--- src/rtl/dcc_ins_pkg.sv ---
package dcc_ins_pkg;

  // Default geometry of the transmit channel bank
  localparam int DCC_FRAMES_DEF = 24;  // frames in one cycle of the bank
  localparam int DCC_SLOTS      = 3;   // D-byte slots in one frame
  localparam int DCC_BYTE_W_DEF = 8;

  // Read command from sequencer to bank: the strobes the datapath needs
  typedef struct packed {
    logic rdEn;     // a slot is being served this cycle
    logic rdLower;  // take the low half of the addressed word
  } dccRdCmd_t;

endpackage

--- src/rtl/dcc_seq_ctrl.sv ---
module dcc_seq_ctrl
  import dcc_ins_pkg::*;
#(
  parameter int FRAMES = DCC_FRAMES_DEF,
  parameter int SLOTS  = DCC_SLOTS,
  localparam int NBYTES  = FRAMES * SLOTS,
  localparam int NWORDS  = NBYTES / 2,
  localparam int IDX_W   = $clog2(NBYTES),
  localparam int WADDR_W = $clog2(NWORDS),
  localparam int SLOT_W  = (SLOTS > 1) ? $clog2(SLOTS) : 1
) (
  input  logic               clk,
  input  logic               rst,
  input  logic               frameStart,
  input  logic [SLOTS-1:0]   slotStb,
  output dccRdCmd_t          rdCmd,
  output logic [WADDR_W-1:0] rdWord
);

  logic [IDX_W-1:0]  byteIdx;
  logic [SLOT_W-1:0] slotPos;   // byteIdx modulo SLOTS, kept alongside

  logic              anyStb;
  logic              misaligned;
  logic              doAlign;
  logic [IDX_W:0]    alignSum;
  logic [IDX_W-1:0]  alignedIdx;
  logic [IDX_W-1:0]  effIdx;
  logic [SLOT_W-1:0] effSlot;
  logic [IDX_W-1:0]  nxtIdx;
  logic [SLOT_W-1:0] nxtSlot;

  assign anyStb     = |slotStb;
  assign misaligned = (slotPos != '0);
  assign doAlign    = frameStart && misaligned;

  // Distance to the next frame boundary, wrapping at the end of the bank
  always_comb begin
    alignSum = {1'b0, byteIdx} + (IDX_W+1)'(SLOTS) - (IDX_W+1)'(slotPos);
    if (alignSum >= (IDX_W+1)'(NBYTES)) begin
      alignedIdx = '0;
    end else begin
      alignedIdx = alignSum[IDX_W-1:0];
    end
  end

  // Alignment takes effect before the strobe of the same cycle
  assign effIdx  = doAlign ? alignedIdx : byteIdx;
  assign effSlot = doAlign ? '0 : slotPos;

  always_comb begin
    nxtIdx  = effIdx;
    nxtSlot = effSlot;
    if (anyStb) begin
      nxtIdx  = (effIdx == IDX_W'(NBYTES-1)) ? '0 : effIdx + 1'b1;
      nxtSlot = (effSlot == SLOT_W'(SLOTS-1)) ? '0 : effSlot + 1'b1;
    end
  end

  always_ff @(posedge clk) begin
    if (rst) begin
      byteIdx <= '0;
      slotPos <= '0;
    end else begin
      byteIdx <= nxtIdx;
      slotPos <= nxtSlot;
    end
  end

  assign rdCmd.rdEn    = anyStb;
  assign rdCmd.rdLower = effIdx[0];
  assign rdWord        = effIdx[IDX_W-1:1];

  // Index stays inside the bank
  AST_IDX_IN_RANGE: assert property (@(posedge clk) disable iff (rst)
    byteIdx < IDX_W'(NBYTES)) else $error("index out of range");

  AST_WRAP_TO_ZERO: assert property (@(posedge clk) disable iff (rst)
    (anyStb && !frameStart && byteIdx == IDX_W'(NBYTES-1)) |=> (byteIdx == '0))
    else $error("no wrap after last byte");

  AST_SINGLE_STEP: assert property (@(posedge clk) disable iff (rst)
    (anyStb && !frameStart && byteIdx != IDX_W'(NBYTES-1))
      |=> (byteIdx == $past(byteIdx) + 1'b1))
    else $error("strobe did not advance by one");

  AST_IDLE_HOLD: assert property (@(posedge clk) disable iff (rst)
    (!anyStb && !frameStart) |=> $stable(byteIdx))
    else $error("index moved while idle");

  AST_FRAME_ALIGN: assert property (@(posedge clk) disable iff (rst)
    (frameStart && !anyStb) |=> (slotPos == '0))
    else $error("frame start left index misaligned");

  AST_FRAME_WITH_STROBE: assert property (@(posedge clk) disable iff (rst)
    (frameStart && anyStb) |=> (slotPos == SLOT_W'(1)))
    else $error("frame start plus strobe not served at D1");

  AST_RESET_INDEX: assert property (@(posedge clk)
    rst |=> (byteIdx == '0)) else $error("reset did not clear index");

endmodule

--- src/rtl/dcc_bank_dp.sv ---
module dcc_bank_dp
  import dcc_ins_pkg::*;
#(
  parameter int BYTE_W      = DCC_BYTE_W_DEF,
  parameter int NWORDS      = 36,
  parameter int HOST_ADDR_W = 6,
  localparam int WORD_W  = 2 * BYTE_W,
  localparam int WADDR_W = $clog2(NWORDS),
  localparam int FLAT_W  = NWORDS * WORD_W
) (
  input  logic                   clk,
  input  logic                   rst,
  input  logic                   wrEn,
  input  logic [HOST_ADDR_W-1:0] wrAddr,
  input  logic [WORD_W-1:0]      wrData,
  input  dccRdCmd_t              rdCmd,
  input  logic [WADDR_W-1:0]     rdWord,
  output logic [BYTE_W-1:0]      dccByte,
  output logic                   dccValid
);

  logic [WORD_W-1:0] bankWords [NWORDS];
  logic [FLAT_W-1:0] bankFlat;
  logic              wrInRange;
  logic              wrHitsRead;
  logic [WORD_W-1:0] srcWord;
  logic [BYTE_W-1:0] pickByte;

  assign wrInRange = wrEn && (32'(wrAddr) < NWORDS);

  // One storage word per bank entry, each with its own address decode
  for (genvar w = 0; w < NWORDS; w++) begin : g_word
    logic [WORD_W-1:0] wordQ;
    always_ff @(posedge clk) begin
      if (rst) begin
        wordQ <= '0;
      end else if (wrInRange && (32'(wrAddr) == w)) begin
        wordQ <= wrData;
      end
    end
    assign bankWords[w]                     = wordQ;
    assign bankFlat[w*WORD_W +: WORD_W]     = wordQ;
  end

  // Same-cycle write to the word being read is forwarded
  assign wrHitsRead = wrInRange && (wrAddr == HOST_ADDR_W'(rdWord));
  assign srcWord    = wrHitsRead ? wrData : bankWords[rdWord];
  assign pickByte   = rdCmd.rdLower ? srcWord[BYTE_W-1:0]
                                    : srcWord[WORD_W-1 -: BYTE_W];

  assign dccByte  = rdCmd.rdEn ? pickByte : '0;
  assign dccValid = rdCmd.rdEn;

  AST_RESET_CLEARS_BANK: assert property (@(posedge clk)
    rst |=> (bankFlat == '0)) else $error("bank not cleared by reset");

  AST_WRITE_LANDS: assert property (@(posedge clk) disable iff (rst)
    (wrEn && 32'(wrAddr) < NWORDS) |=> (bankWords[$past(wrAddr)] == $past(wrData)))
    else $error("host write did not land");

  AST_OOR_WRITE_IGNORED: assert property (@(posedge clk) disable iff (rst)
    (wrEn && 32'(wrAddr) >= NWORDS) |=> $stable(bankFlat))
    else $error("out-of-range write changed the bank");

  AST_FORWARD_SAME_CYCLE: assert property (@(posedge clk) disable iff (rst)
    (rdCmd.rdEn && wrEn && wrAddr == HOST_ADDR_W'(rdWord) && !rdCmd.rdLower)
      |=> (bankWords[$past(rdWord)][WORD_W-1 -: BYTE_W] == $past(dccByte)))
    else $error("forwarded byte differs from stored byte");

endmodule

--- src/rtl/dcc_tx_inserter.sv ---
module dcc_tx_inserter
  import dcc_ins_pkg::*;
#(
  parameter int FRAMES      = DCC_FRAMES_DEF,
  parameter int BYTE_W      = DCC_BYTE_W_DEF,
  parameter int HOST_ADDR_W = 6,
  localparam int NBYTES  = FRAMES * DCC_SLOTS,
  localparam int NWORDS  = NBYTES / 2,
  localparam int WADDR_W = $clog2(NWORDS)
) (
  input  logic                   clk,
  input  logic                   rst,
  input  logic                   hostWrEn,
  input  logic [HOST_ADDR_W-1:0] hostWrAddr,
  input  logic [2*BYTE_W-1:0]    hostWrData,
  input  logic                   frameStart,
  input  logic                   slotD1,
  input  logic                   slotD2,
  input  logic                   slotD3,
  output logic [BYTE_W-1:0]      dccByte,
  output logic                   dccValid
);

  dccRdCmd_t          rdCmd;
  logic [WADDR_W-1:0] rdWord;
  logic [DCC_SLOTS-1:0] slotStb;

  assign slotStb = {slotD3, slotD2, slotD1};

  dcc_seq_ctrl #(
    .FRAMES (FRAMES),
    .SLOTS  (DCC_SLOTS)
  ) u_ctrl (
    .clk        (clk),
    .rst        (rst),
    .frameStart (frameStart),
    .slotStb    (slotStb),
    .rdCmd      (rdCmd),
    .rdWord     (rdWord)
  );

  dcc_bank_dp #(
    .BYTE_W      (BYTE_W),
    .NWORDS      (NWORDS),
    .HOST_ADDR_W (HOST_ADDR_W)
  ) u_dp (
    .clk      (clk),
    .rst      (rst),
    .wrEn     (hostWrEn),
    .wrAddr   (hostWrAddr),
    .wrData   (hostWrData),
    .rdCmd    (rdCmd),
    .rdWord   (rdWord),
    .dccByte  (dccByte),
    .dccValid (dccValid)
  );

  AST_VALID_NEEDS_STROBE: assert property (@(posedge clk) disable iff (rst)
    dccValid == (slotD1 || slotD2 || slotD3)) else $error("valid without strobe");

  AST_QUIET_BYTE: assert property (@(posedge clk) disable iff (rst)
    !dccValid |-> (dccByte == '0)) else $error("byte nonzero while not valid");

endmodule

--- config.mk ---
export PLATFORM = sky130hd
export DESIGN_NAME = dcc_tx_inserter
export DESIGN_NICKNAME = d
export VERILOG_FILES = /design/src/rtl/dcc_ins_pkg.sv /design/src/rtl/dcc_seq_ctrl.sv /design/src/rtl/dcc_bank_dp.sv /design/src/rtl/dcc_tx_inserter.sv
export SDC_FILE = /design/constraint.sdc
export NUM_CORES = 2
export LEC_CHECK = 0
export CAP_MARGIN = 20
export CORE_MARGIN = 5
export CORE_UTILIZATION = 60
export CTS_CLUSTER_DIAMETER = 200
export CTS_CLUSTER_SIZE = 10
export DETAILED_ROUTE_END_ITERATION = 7
export PLACE_DENSITY = 0.77
export SYNTH_ARGS = -nofsm -noshare
export SYNTH_HDL_FRONTEND = slang
export SYNTH_SLANG_ARGS = --single-unit
--- constraint.sdc ---
create_clock -name clk -period 9.25 [get_ports clk]
set_clock_uncertainty 0.15 [all_clocks]
set_input_delay 2.775 -clock clk [delete_from_list [all_inputs] [get_ports clk]]
set_output_delay 2.775 -clock clk [all_outputs]
set_load 0.03 [all_outputs]
==> metrics.txt <==
Mapped Area=26,880 µm²; Worst Path Arrival=6330 ps; achievable clock frequency=0.1081 GHz; fin crit share=100.0%; hold slack=298.3 ps; drt first pass iters=8; Vias/cell=6.412; outcome=complete, but fails checks; vias=28,370; Worst setup SP type=input pin; PD cells=294.3 nW/µm²; final wirelength=99,510 µm; CTS Sinks=585; final core occ=67.71%; Setup TNS=-4.308 ps; Area after DPL=28,080 µm²; most frequent cells in the layout=nand2_1 (1,671), a21oi_1 (630), dfxtp_1 (585); vias in the first global route=26,190; chip width=221.7 µm; synth top area cells=dfxtp_1 (44%), nand2_1 (23%), a21oi_1 (12%); H-tree depth=3; max-slew violations=0; antenna viol nets, final=0; Cell Int Power=5.219 mW; Synth cell types=70; Peak VDD IR=0.3109 mV; clock power share=26.7%; syn nets=3,928; combinational share of power=44.3%; slew margin rel.=25.10%; Hold Path Class=reg2reg; area grow syn2layout=11.64%; Die H=221.7 µm; commonest non-fill, non-tap cell in the layout=nand2_1; worst skew pair latency=600 ps; row cnt=77; Post-synth EDFFs=0; Final Wtd Congestion=1.034; CP Capture Type=output pin; Final Hold Viols=0; flops & latches, synth=585; Die Footprint=49,140 µm²; Max-cap violations=0; count of input and output buffers=37; dominant cell type by area after synthesis=dfxtp_1; nets@finish=3,866; CTS buffer count=68; Worst-path clk slew=50 ps; core area=44,320 µm²; largest fanout on the critical path=35; maximum clock path buffer count=3; initial antenna violation count=2; final setup violation count=1; Iter 0 DRT Violations=4,211; final worst slack=-4.308 ps; Pleak=9.835 nW; Slew @ Worst Pin=1123 ps; Switch Pwr=3.613 mW; initial core utilization=60.65%; first-pass GRT wire length=152,000 µm; minimum clock period=9254 ps; CTS tree=yes; DRC viols=0; DR WL/cell=22.49 µm; failing checks=negative setup slack; Post-Syn Instances=3,888; Ports=38; share of cells above drive strength 1=8.011%; design area=30,010 µm²; gr usage total=38.52%; GRT overflow=0; Post-CTS Hold Fix Bufs=0; share of power burned in registers=29.0%; WS Path Type=in2out; Root Buffer=clkbuf_16; sequential share of the synthesized area=43.57%; critical path required time=6330 ps; share of the synthesized area in the top cell type=43.57%; Async SR Flop Fraction=0%; largest net degree at the start of global routing=180; Switching Share=40.91%; syn avg cell area=6.914 µm²; Ys Warns=0; Top FF cell, synth=dfxtp_1; DP HPWL=62,620 µm
[logic make-up after synthesis]
family / after synthesis / synth area share [%]
simple gates: 2037 / 30.73
compound gates: 894 / 19.19
flops: 585 / 43.57
buf+inv: 355 / 5.772
fa+ha+maj: 11 / 0.5399
xor+xnor: 5 / 0.1629
mux: 1 / 0.03724
[per-layer routing]
layer	vias to the layer above	wire (µm)	track usage, %
li1	12780	-	-
met1	13360	37180	50.93
met2	1857	43430	58.57
met3	375	12800	9.612
met4	4	6059	20.06
met5	-	31	0
[worst max-delay path, cell delays in order]
cell and delay, ps:
clkdlybuf4s50_1 490, o21ai_0 170, buf_4 220, nand2_2 190
and2_4 390, buf_12 220, buf_12 220, buf_4 200
nand2_1 60, a31oi_1 290, a22oi_1 140, a21oi_1 310
a21oi_1 130, o2bb2ai_2 320, buf_12 160
[layout make-up]
cell class / instances / area, µm²
Antenna cell: 1 / 2.502
Clock buffer: 71 / 1777
Clock inverter: 5 / 57.56
Fill cell: 3854 / 14310
Inverter: 15 / 61.31
Multi-Input combinational cell: 2948 / 13710
Sequential cell: 585 / 11710
Tap cell: 592 / 740.7
Timing Repair Buffer: 208 / 1948
[cell usage after synthesis (5+ instances only)]
cell and number:
nor2b_1 5, a211oi_1 57, buf_1 6, and3_1 84, or3_1 5, clkbuf_1 248
buf_6 9, nor2_1 60, o21ai_0 19, a31oi_1 73, nand3_1 153, a31o_1 7
buf_4 14, nand2_1 1673, nor3_1 13, a311oi_1 36, o22ai_1 9, nor3b_1 5
ha_1 10, inv_1 13, nand2b_1 8, a21oi_1 630, o211ai_1 5, nor4_1 9
dfxtp_1 585, buf_2 61, a221oi_1 10
[sequential cells by signal, summed over array words and instances (netlist names)]
| register | flops |
|---|---|
| u_dp.g_word.wordQ | 576 |
| u_ctrl.byteIdx | 7 |
| u_ctrl.slotPos | 2 |
[through the flow]
stage | power, mW | std cells | setup slack (ps)
2_1_floorplan | 4.663 | 3888 | 714.9
6_report | 8.832 | 4425 | -4.308
3_5_place_dp | 6.313 | 4346 | 26.98
5_1_grt | 9.061 | 4424 | -29.26
4_1_cts | 8.644 | 4422 | 8.137
3_3_place_gp | 6.293 | 4334 | 24.48
[power by group through the flow]
stage          registers [mW]  clock network (mW)  logic [mW]
2_1_floorplan            2.61                   0        2.06
3_3_place_gp             2.61                   0        3.68
3_5_place_dp             2.62                   0        3.70
4_1_cts                  2.56                2.36        3.72
5_1_grt                  2.56                2.47        4.02
6_report                 2.56                2.36        3.91
[final timing paths]
kind / from / end / slack [ps] / cells after the start
worst max-delay path: frameStart / dccByte[4] / -4 / 15
worst min register to register: u_dp.g_word[12].wordQ[6] / u_dp.g_word[12].wordQ[6] / 300 / 2
worst max register to register: u_ctrl.slotPos[1] / u_ctrl.byteIdx[6] / 4700 / 15
worst min-delay path: u_dp.g_word[12].wordQ[6] / u_dp.g_word[12].wordQ[6] / 300 / 2
[timing repair]
item / CTS / global route
endpoints found under the setup margin: 1 / 8
gates resized for setup: 1 / 15
pin swaps: 0 / 3
setup buffers: 0 / 0
Note: power is estimated with default switching activity, not from simulation.
